--- src/rtl/wbuf_bypass.sv ---
module wbuf_bypass #(
  parameter int DEPTH = 4,
  parameter int AW    = 16,
  parameter int DW    = 32
) (
  input  logic          clk,
  input  logic          rst_n,
  input  logic          st_valid,
  output logic          st_ready,
  input  logic [AW-1:0] st_addr,
  input  logic [DW-1:0] st_data,
  input  logic          rd_valid,
  output logic          rd_ready,
  input  logic [AW-1:0] rd_addr,
  input  logic          rd_wb_valid,
  input  logic [AW-1:0] rd_wb_addr,
  input  logic [DW-1:0] rd_wb_data,
  output logic          rsp_valid,
  output logic [DW-1:0] rsp_data,
  output logic          mem_req_valid,
  input  logic          mem_req_ready,
  output logic          mem_req_write,
  output logic [AW-1:0] mem_req_addr,
  output logic [DW-1:0] mem_req_data,
  input  logic          mem_rsp_valid,
  input  logic [DW-1:0] mem_rsp_data,
  output logic          full,
  output logic          empty
);
  localparam int PW = (DEPTH > 1) ? $clog2(DEPTH) : 1;
  localparam int CW = $clog2(DEPTH + 1);

  typedef enum logic [1:0] {S_IDLE, S_REQ, S_WAIT} state_t;

  state_t        state;
  logic [AW-1:0] e_addr [DEPTH];
  logic [DW-1:0] e_data [DEPTH];
  logic [PW-1:0] head, tail;
  logic [CW-1:0] count;
  logic [AW-1:0] rd_addr_q;
  logic          rd_fire, st_fire, wb_push, push, pop, drain;
  logic          fwd_hit;
  logic [DW-1:0] fwd_data;

  assign full     = (count == CW'(DEPTH));
  assign empty    = (count == '0);
  assign rd_ready = (state == S_IDLE) && !(rd_wb_valid && full);
  assign rd_fire  = rd_valid && rd_ready;
  assign wb_push  = rd_fire && rd_wb_valid;
  assign st_ready = !full && !wb_push;
  assign st_fire  = st_valid && st_ready;
  assign push     = st_fire || wb_push;
  assign drain    = (state == S_IDLE) && !empty && !rd_fire;
  assign pop      = drain && mem_req_ready;

  assign mem_req_valid = drain || (state == S_REQ);
  assign mem_req_write = (state == S_IDLE);
  assign mem_req_addr  = (state == S_REQ) ? rd_addr_q : e_addr[head];
  assign mem_req_data  = e_data[head];

  always_comb begin
    logic [PW-1:0] idx;
    fwd_hit  = 1'b0;
    fwd_data = '0;
    for (int i = 0; i < DEPTH; i++) begin
      idx = head + PW'(i);
      if (CW'(i) < count && e_addr[idx] == rd_addr) begin
        fwd_hit  = 1'b1;
        fwd_data = e_data[idx];
      end
    end
  end

  always_ff @(posedge clk) begin
    if (push) begin
      e_addr[tail] <= wb_push ? rd_wb_addr : st_addr;
      e_data[tail] <= wb_push ? rd_wb_data : st_data;
    end
  end

  always_ff @(posedge clk) begin
    if (!rst_n) begin
      head      <= '0;
      tail      <= '0;
      count     <= '0;
      state     <= S_IDLE;
      rd_addr_q <= '0;
      rsp_valid <= 1'b0;
      rsp_data  <= '0;
    end else begin
      if (push) tail <= tail + 1'b1;
      if (pop)  head <= head + 1'b1;
      count     <= count + CW'(push) - CW'(pop);
      rsp_valid <= 1'b0;
      case (state)
        S_IDLE: if (rd_fire) begin
          if (fwd_hit) begin
            rsp_valid <= 1'b1;
            rsp_data  <= fwd_data;
          end else begin
            rd_addr_q <= rd_addr;
            state     <= S_REQ;
          end
        end
        S_REQ:  if (mem_req_ready) state <= S_WAIT;
        S_WAIT: if (mem_rsp_valid) begin
          rsp_valid <= 1'b1;
          rsp_data  <= mem_rsp_data;
          state     <= S_IDLE;
        end
        default: state <= S_IDLE;
      endcase
    end
  end

  assert_full_stalls_R1: assert property (@(posedge clk) disable iff (!rst_n)
    full |-> !st_ready);
  assert_read_owns_port_R4: assert property (@(posedge clk) disable iff (!rst_n)
    (state != S_IDLE) |-> !(mem_req_valid && mem_req_write));
  assert_hit_served_locally_R3: assert property (@(posedge clk) disable iff (!rst_n)
    (rd_fire && fwd_hit) |=> (rsp_valid && state == S_IDLE));
  assert_miss_issued_next_R6: assert property (@(posedge clk) disable iff (!rst_n)
    (rd_fire && !fwd_hit) |=> (mem_req_valid && !mem_req_write && mem_req_addr == $past(rd_addr)));
  assert_rsp_from_memory_R5: assert property (@(posedge clk) disable iff (!rst_n)
    (state == S_WAIT && mem_rsp_valid) |=> (rsp_valid && rsp_data == $past(mem_rsp_data)));
  assert_flags_exclusive_R7: assert property (@(posedge clk) disable iff (!rst_n)
    !(full && empty));
  assert_one_read_R8: assert property (@(posedge clk) disable iff (!rst_n)
    (state != S_IDLE) |-> !rd_ready);
endmodule

--- config.mk ---
export PLATFORM = sky130hd
export DESIGN_NAME = wbuf_bypass
export DESIGN_NICKNAME = d
export VERILOG_FILES = /design/src/rtl/wbuf_bypass.sv
export SDC_FILE = /design/constraint.sdc
export NUM_CORES = 1
export LEC_CHECK = 0
export ABC_AREA = 1
export BUFFER_PORTS_ARGS = -buffer_cell sky130_fd_sc_hd__buf_2
export CORE_MARGIN = 2
export CORE_UTILIZATION = 35
export CTS_BUF_LIST = sky130_fd_sc_hd__clkbuf_4 sky130_fd_sc_hd__clkbuf_8
export DETAILED_ROUTE_END_ITERATION = 10
export SLEW_MARGIN = 25
export SYNTH_ARGS = -nofsm -noshare
export SYNTH_HDL_FRONTEND = slang
export SYNTH_SLANG_ARGS = --single-unit
--- constraint.sdc ---
create_clock -name clk -period 6.5 [get_ports clk]
set_input_delay 1.3 -clock clk [delete_from_list [all_inputs] [get_ports clk]]
set_output_delay 1.3 -clock clk [all_outputs]
set_load 0.005 [all_outputs]
==> results.py, run 1 <==
metrics = {
    "placed_design": {
        "port-buffer-count": 237,
        "place_congestion": 0.8793,
        "dp.final_hpwl_um": 40480,
        "dpl_worst_slack_ps": 1691,
    },
    "worst_setup_path": {
        "crit_path_frequent_cell": "nand2_1",
        "cp_top_family": "simple AND/OR/NAND/NOR gates",
        "slowest_delay_ps": 910,
        "critPathLaunchType": "flip-flop",
        "arrival_ps": 5310,
        "worstPathRequired_ps": 6990,
        "end_kind": "flip-flop",
        "crit_path_top_delay_cell": "dfxtp_1",
        "path_max_fanout": 34,
        "cp.buffers_inverters": 3,
        "crit_chain": "nand2_1 > nand2_2 > buf_4 > nand2_1 > nand3_1 > nand2_1 > nor2_1 > nand2_1 > nor2_1 > nand3_1 > inv_2 > buf_4 > o211ai_1 > nand2_1 > nand2_1 > nand2_1 > a21oi_1",
        "ff2ff_setup_slack_ps": 1680,
        "worstSetupPathType": "flip-flop to flip-flop",
    },
    "drt": {
        "drt_iter0_markers": 1734,
        "drc": 0,
        "wire_per_inst_um": 18.96,
        "wl_um": 60300,
        "via_count": 17062,
        "routed_via_density": 5.365,
        "drtPass1Iterations": 6,
        "antenna_left": 0,
    },
    "clock_network": {
        "cts_tree": "done",
        "cts_max_level": 2,
        "cts_buffers": 46,
        "cts-root-buf": "clkbuf_8",
        "clk-insertion-delay-late_ps": 620,
        "post_cts_buffers": 0,
        "cts.clk_slew.worst_paths_ps": 60,
        "cts_buffer_depth": 3,
        "cts_sinks": 252,
        "cts_hold_buf": 0,
        "ctsResizeCount": 0,
    },
    "sta": {
        "drv_slew": 0,
        "clock.fmax_ghz": 0.2076,
        "finalCritPeriodShare": 0.7411,
        "rsz0062_at_grt": "false",
        "finalHoldViolations": 0,
        "final.setup.tns_ps": 0,
        "skew_ps": 54.80,
        "worst_slew_pin_slew_ps": 1035,
        "finalSetupViolations": 0,
        "fin_crit_ps": 4817,
        "relSlewSlack": 0.3085,
        "worst_slack_ps": 1683,
    },
    "floorplanning": {
        "coreArea_sq_um": 46560,
        "die_h_um": 221.1,
        "num_rows": 79,
        "dieArea_sq_um": 48880,
        "die_x_um": 221.1,
        "initial_utilization": 0.3543,
        "io_pins": 238,
    },
    "global_route": {
        "grt_usage": 0.2402,
        "grt_pass1_vias": 15778,
        "antenna_found_initial": 2,
        "use_met2": 0.3659,
        "gr-usage-met1": 0.3420,
        "grt_max_degree": 91,
        "overflow": 0,
        "use_met3": 0.04223,
        "busiest_layer": "met2",
        "grt_pass1_wl_um": 92300,
    },
    "synthesis": {
        "synth_most_common_cell": "nand2_1",
        "synth.largest_area_cell": "edfxtp_1",
        "syn-num-nets": 2535,
        "ys.flop_type": "edfxtp_1",
        "ys_seq_elements": 252,
        "synth_edf_count": 192,
        "netlist_instances": 2375,
        "synth_area_sq_um": 16500,
        "ys_types": 31,
        "syn_avg_cell_area_sq_um": 6.946,
        "synth_top_area_frac": 0.3495,
        "synthTopCellsByArea": "edfxtp_1 (35%), nand2_1 (21%), dfxtp_1 (7.3%), o21ai_0 (6.2%), nor2_1 (6.1%)",
        "yosysWarnings": 0,
        "ys_seq_area_frac": 0.4223,
        "synth.top_cells.by_count": "nand2_1 (918), nor2_1 (266), o21ai_0 (205)",
        "ys_async_sr_fraction": 0,
    },
    "layout": {
        "syn2layout_area_growth_pct": 15.69,
        "drive_gt1_frac": 0.1493,
        "n_fill_cell": 4743,
        "fin_nets": 2697,
    },
    "status": {
        "outcome": "completed",
    },
    "pwr": {
        "leakage_nw": 8.792,
        "power_density_nw_per_um2": 339.2,
        "ir_worst_vdd_v": 0.0001442,
    },
    "job": {
        "cap_violations": 0,
    },
    "worst_hold_path": {
        "hold_class": "flip-flop to flip-flop",
    },
}
sequential cells by signal, indices dropped and copies added (netlist names), named ones only:
| signal | cells |
|---|---|
| e_data | 128 |
| e_addr | 64 |
| rsp_data | 32 |
| rd_addr_q | 16 |
| count | 3 |
| head | 2 |
| state | 2 |
| tail | 2 |
| rsp_valid | 1 |
kinds of logic after synthesis:
group,after synthesis,share of synthesized area
buffers and inverters,297,0.07547
adder cells (fa/ha/maj),9,0.007282
flip-flops,252,0.4223
AND/OR/NAND/NOR,1388,0.3380
XOR/XNOR,9,0.004779
multiplexers,32,0.01942
AO/OA/AOI/OAI,388,0.1327
worst paths after layout:
path | from | endpoint | cells past startpoint
max reg2reg | head[1] | rsp_data[28] | 17
min | rsp_data[24] | rsp_data[24] | 2
max | head[1] | rsp_data[28] | 17
min reg2reg | rsp_data[24] | rsp_data[24] | 2
cell usage in the layout, fill, tap and decap left out, types with 2 or more instances in the layout:
cell,n
edfxtp_1,192
nand2_1,916
buf_2,237
nand4_1,68
nand2_2,4
inv_1,131
o211ai_1,32
ha_1,8
clkbuf_8,51
a22oi_1,2
a21oi_1,60
o21ai_1,24
or2_2,3
a221oi_1,32
nand3_1,123
buf_4,35
o21ai_0,205
nor2_2,6
o22ai_1,32
clkbuf_4,16
dfxtp_1,58
nand3_2,2
inv_2,6
nor2_4,7
clkinv_1,4
clkinvlp_4,2
xor2_1,9
nor2_1,257
mux2i_1,32
clkinv_2,7
bufinv_16,4
power by group:
part | internal, mW | switching [mW] | total, mW
Sequential | 1.98 | 0.146 | 2.13
Clock | 0.970 | 0.685 | 1.65
Combinational | 0.788 | 1.90 | 2.69
Total | 3.74 | 2.73 | 6.47
metal layers:
layer	up-vias	share of wire
met5	-	0
met4	0	0.025
met3	113	0.091
met2	816	0.44
met1	7916	0.45
li1	8217	-
through the flow:
step / cell area, sq um / cells / power [mW] / hold slack, ps / util
after floorplan: 16500 / 2375 / 3.863 / 459.8 / -
after global placement: 18040 / 3095 / 4.747 / 451.3 / 0.3875
after detailed placement: 18070 / 3096 / 4.800 / 459.6 / 0.3881
after CTS: 19070 / 3179 / 6.469 / 468.2 / 0.4096
after global routing: 19080 / 3180 / 6.899 / 484.2 / 0.4099
final: 19080 / 3180 / 6.473 / 467.2 / 0.4099
worst reg2reg max path, stage by stage, from the launching register on:
cell and delay, ps:
dfxtp_1 910, nand2_1 550, nand2_2 710, buf_4 460, nand2_1 120, nand3_1 100
nand2_1 50, nor2_1 90, nand2_1 60, nor2_1 100, nand3_1 160, inv_2 480
buf_4 350, o211ai_1 120, nand2_1 230, nand2_1 80, nand2_1 90, a21oi_1 50
layout make-up:
class                      count  area, sq um  share of cell area
multi-input combinational   1826         8352              0.4376
sequential                   252         6972              0.3653
timing repair buffer         273         1476             0.07737
clock buffer                  67        822.0             0.04308
tap                          607        759.5             0.03980
inverter                     138        519.2             0.02721
clock inverter                16        180.2            0.009441
antenna                        1        2.502           0.0001311
No activity file was read; power rests on OpenSTA's default activity.
==> inputs of run 2 (changes only) <==
==> constraint.sdc (replaced) <==
create_clock -name clk -period 4.89 [get_ports clk]
set_input_delay 0.978 -clock clk [delete_from_list [all_inputs] [get_ports clk]]
set_output_delay 0.978 -clock clk [all_outputs]
set_load 0.005 [all_outputs]
==> results.py, run 2 (same netlist as run 1, synthesis figures left out) <==
metrics = {
    "global_route": {
        "antenna_found_initial": 0,
        "grt_pass1_wl_um": 95540,
        "overflow": 0,
        "grt_usage": 0.2503,
        "grt_pass1_vias": 15930,
        "grt_max_degree": 71,
    },
    "drt": {
        "wl_um": 63190,
        "antenna_left": 0,
        "wire_per_inst_um": 19.86,
        "drt_iter0_markers": 1801,
        "via_count": 17227,
        "drtPass1Iterations": 5,
        "drc": 0,
        "routed_via_density": 5.414,
    },
    "floorplanning": {
        "die_x_um": 221.1,
        "dieArea_sq_um": 48880,
        "die_h_um": 221.1,
        "num_rows": 79,
        "coreArea_sq_um": 46560,
        "initial_utilization": 0.3543,
        "io_pins": 238,
    },
    "sta": {
        "finalSetupViolations": 0,
        "skew_ps": 37.22,
        "rsz0062_at_grt": "false",
        "worst_slew_pin_slew_ps": 970.3,
        "worst_slack_ps": 665.0,
        "clock.fmax_ghz": 0.2367,
        "finalCritPeriodShare": 0.8640,
        "relSlewSlack": 0.3531,
        "holdWs_ps": 461.9,
        "drv_slew": 0,
        "final.setup.tns_ps": 0,
        "finalHoldViolations": 0,
        "fin_crit_ps": 4225,
    },
    "placed_design": {
        "dpl_cell_area_sq_um": 18120,
        "dp.final_hpwl_um": 41160,
        "port-buffer-count": 237,
        "dpl_worst_slack_ps": 845.8,
        "placed_cells": 3104,
        "place_congestion": 0.8801,
    },
    "worst_hold_path": {
        "hold_class": "flip-flop to flip-flop",
    },
    "worst_setup_path": {
        "cp-endpoint": "rsp_data[2]",
        "r2r.worst_path.cells": 17,
        "worstPathRequired_ps": 5350,
        "arrival_ps": 4690,
        "worstSetupPathType": "flip-flop to flip-flop",
        "path_max_fanout": 34,
        "end_kind": "flip-flop",
        "r2r-end": "rsp_data[2]",
        "critPathLaunchType": "flip-flop",
        "worstSetupStartpoint": "head[1]",
        "r2r-start": "head[1]",
        "ff2ff_setup_slack_ps": 670,
    },
    "layout": {
        "layout_common_cells": "nand2_1 (916), nor2_1 (257), buf_2 (237), o21ai_0 (205), edfxtp_1 (192)",
        "utilization": 0.4087,
        "largestRegisters": "e_data (128), e_addr (64), rsp_data (32)",
        "largest_reg_flops": 128,
        "drive_gt1_frac": 0.1492,
        "stdcell_count": 3182,
        "fin_nets": 2703,
        "n_fill_cell": 4817,
        "layout_commonest_cell": "nand2_1",
        "final_cell_area_sq_um": 19030,
        "syn2layout_area_growth_pct": 15.35,
        "largest_register": "e_data",
    },
    "job": {
        "cap_violations": 0,
    },
    "pwr": {
        "leakage_nw": 8.756,
        "power_density_nw_per_um2": 447.6,
        "ir_worst_vdd_v": 0.0002247,
        "power.total_mw": 8.517,
    },
    "clock_network": {
        "cts_hold_buf": 0,
        "ctsResizeCount": 0,
        "cts_buffer_depth": 3,
        "post_cts_buffers": 0,
        "cts_tree": "done",
        "cts_max_level": 2,
        "clk-insertion-delay-late_ps": 580,
        "cts_buffers": 43,
        "cts.clk_slew.worst_paths_ps": 60,
        "cts_sinks": 252,
        "cts-root-buf": "clkbuf_8",
    },
    "status": {
        "outcome": "completed",
    },
}
==> run 2: area by class of cell <==
| class | count | area (sq um) | share of cell area |
|---|---|---|---|
| tap | 607 | 759.5 | 0.03991 |
| multi-input combinational | 1826 | 8342 | 0.4384 |
| timing repair buffer | 282 | 1556 | 0.08180 |
| clock inverter | 16 | 152.6 | 0.008022 |
| antenna | 1 | 2.502 | 0.0001315 |
| sequential | 252 | 6972 | 0.3664 |
| inverter | 138 | 518.0 | 0.02722 |
| clock buffer | 60 | 725.7 | 0.03814 |
==> run 2: how the worst min path moves through the flow <==
stage / from / to / slack (ps) / depth (start not counted)
final: rsp_data[10] / rsp_data[10] / 460 / 2
after floorplan: rsp_data[16] / rsp_data[16] / 460 / 2
after global placement: rsp_data[2] / rsp_data[2] / 450 / 2
after detailed placement: rsp_data[11] / rsp_data[11] / 450 / 2
after CTS: rsp_data[11] / rsp_data[11] / 460 / 2
after global routing: rsp_data[11] / rsp_data[11] / 480 / 2
==> run 2: worst max-delay path: stages, from the launching register on <==
cell and delay (ps):
dfxtp_1 470, buf_4 300, nand2_1 380, nand2_2 760, nand3_1 190, nand3_1 130, nand2_1 60, nor2_1 130
nand2_1 70, nor2_1 110, nand3_1 160, inv_2 350, buf_4 360, o211ai_1 140, nand2_1 160, nand2_1 130
nand2_1 100, a21oi_1 60
==> run 2: routing by layer <==
metal | vias to the layer above | global-route usage | part of all wire
li1 | 8229 | - | -
met1 | 7893 | 0.3601 | 0.44
met2 | 970 | 0.3782 | 0.43
met3 | 135 | 0.04847 | 0.10
met4 | 0 | 0.07751 | 0.027
met5 | - | 0 | 0
==> run 2: where the power goes <==
group / switching (mW) / leakage [nW] / total (mW) / internal, mW
Clock: 0.898 / 0.462 / 2.01 / 1.12
Sequential: 0.183 / 2.26 / 2.82 / 2.64
Combinational: 2.62 / 6.03 / 3.68 / 1.06
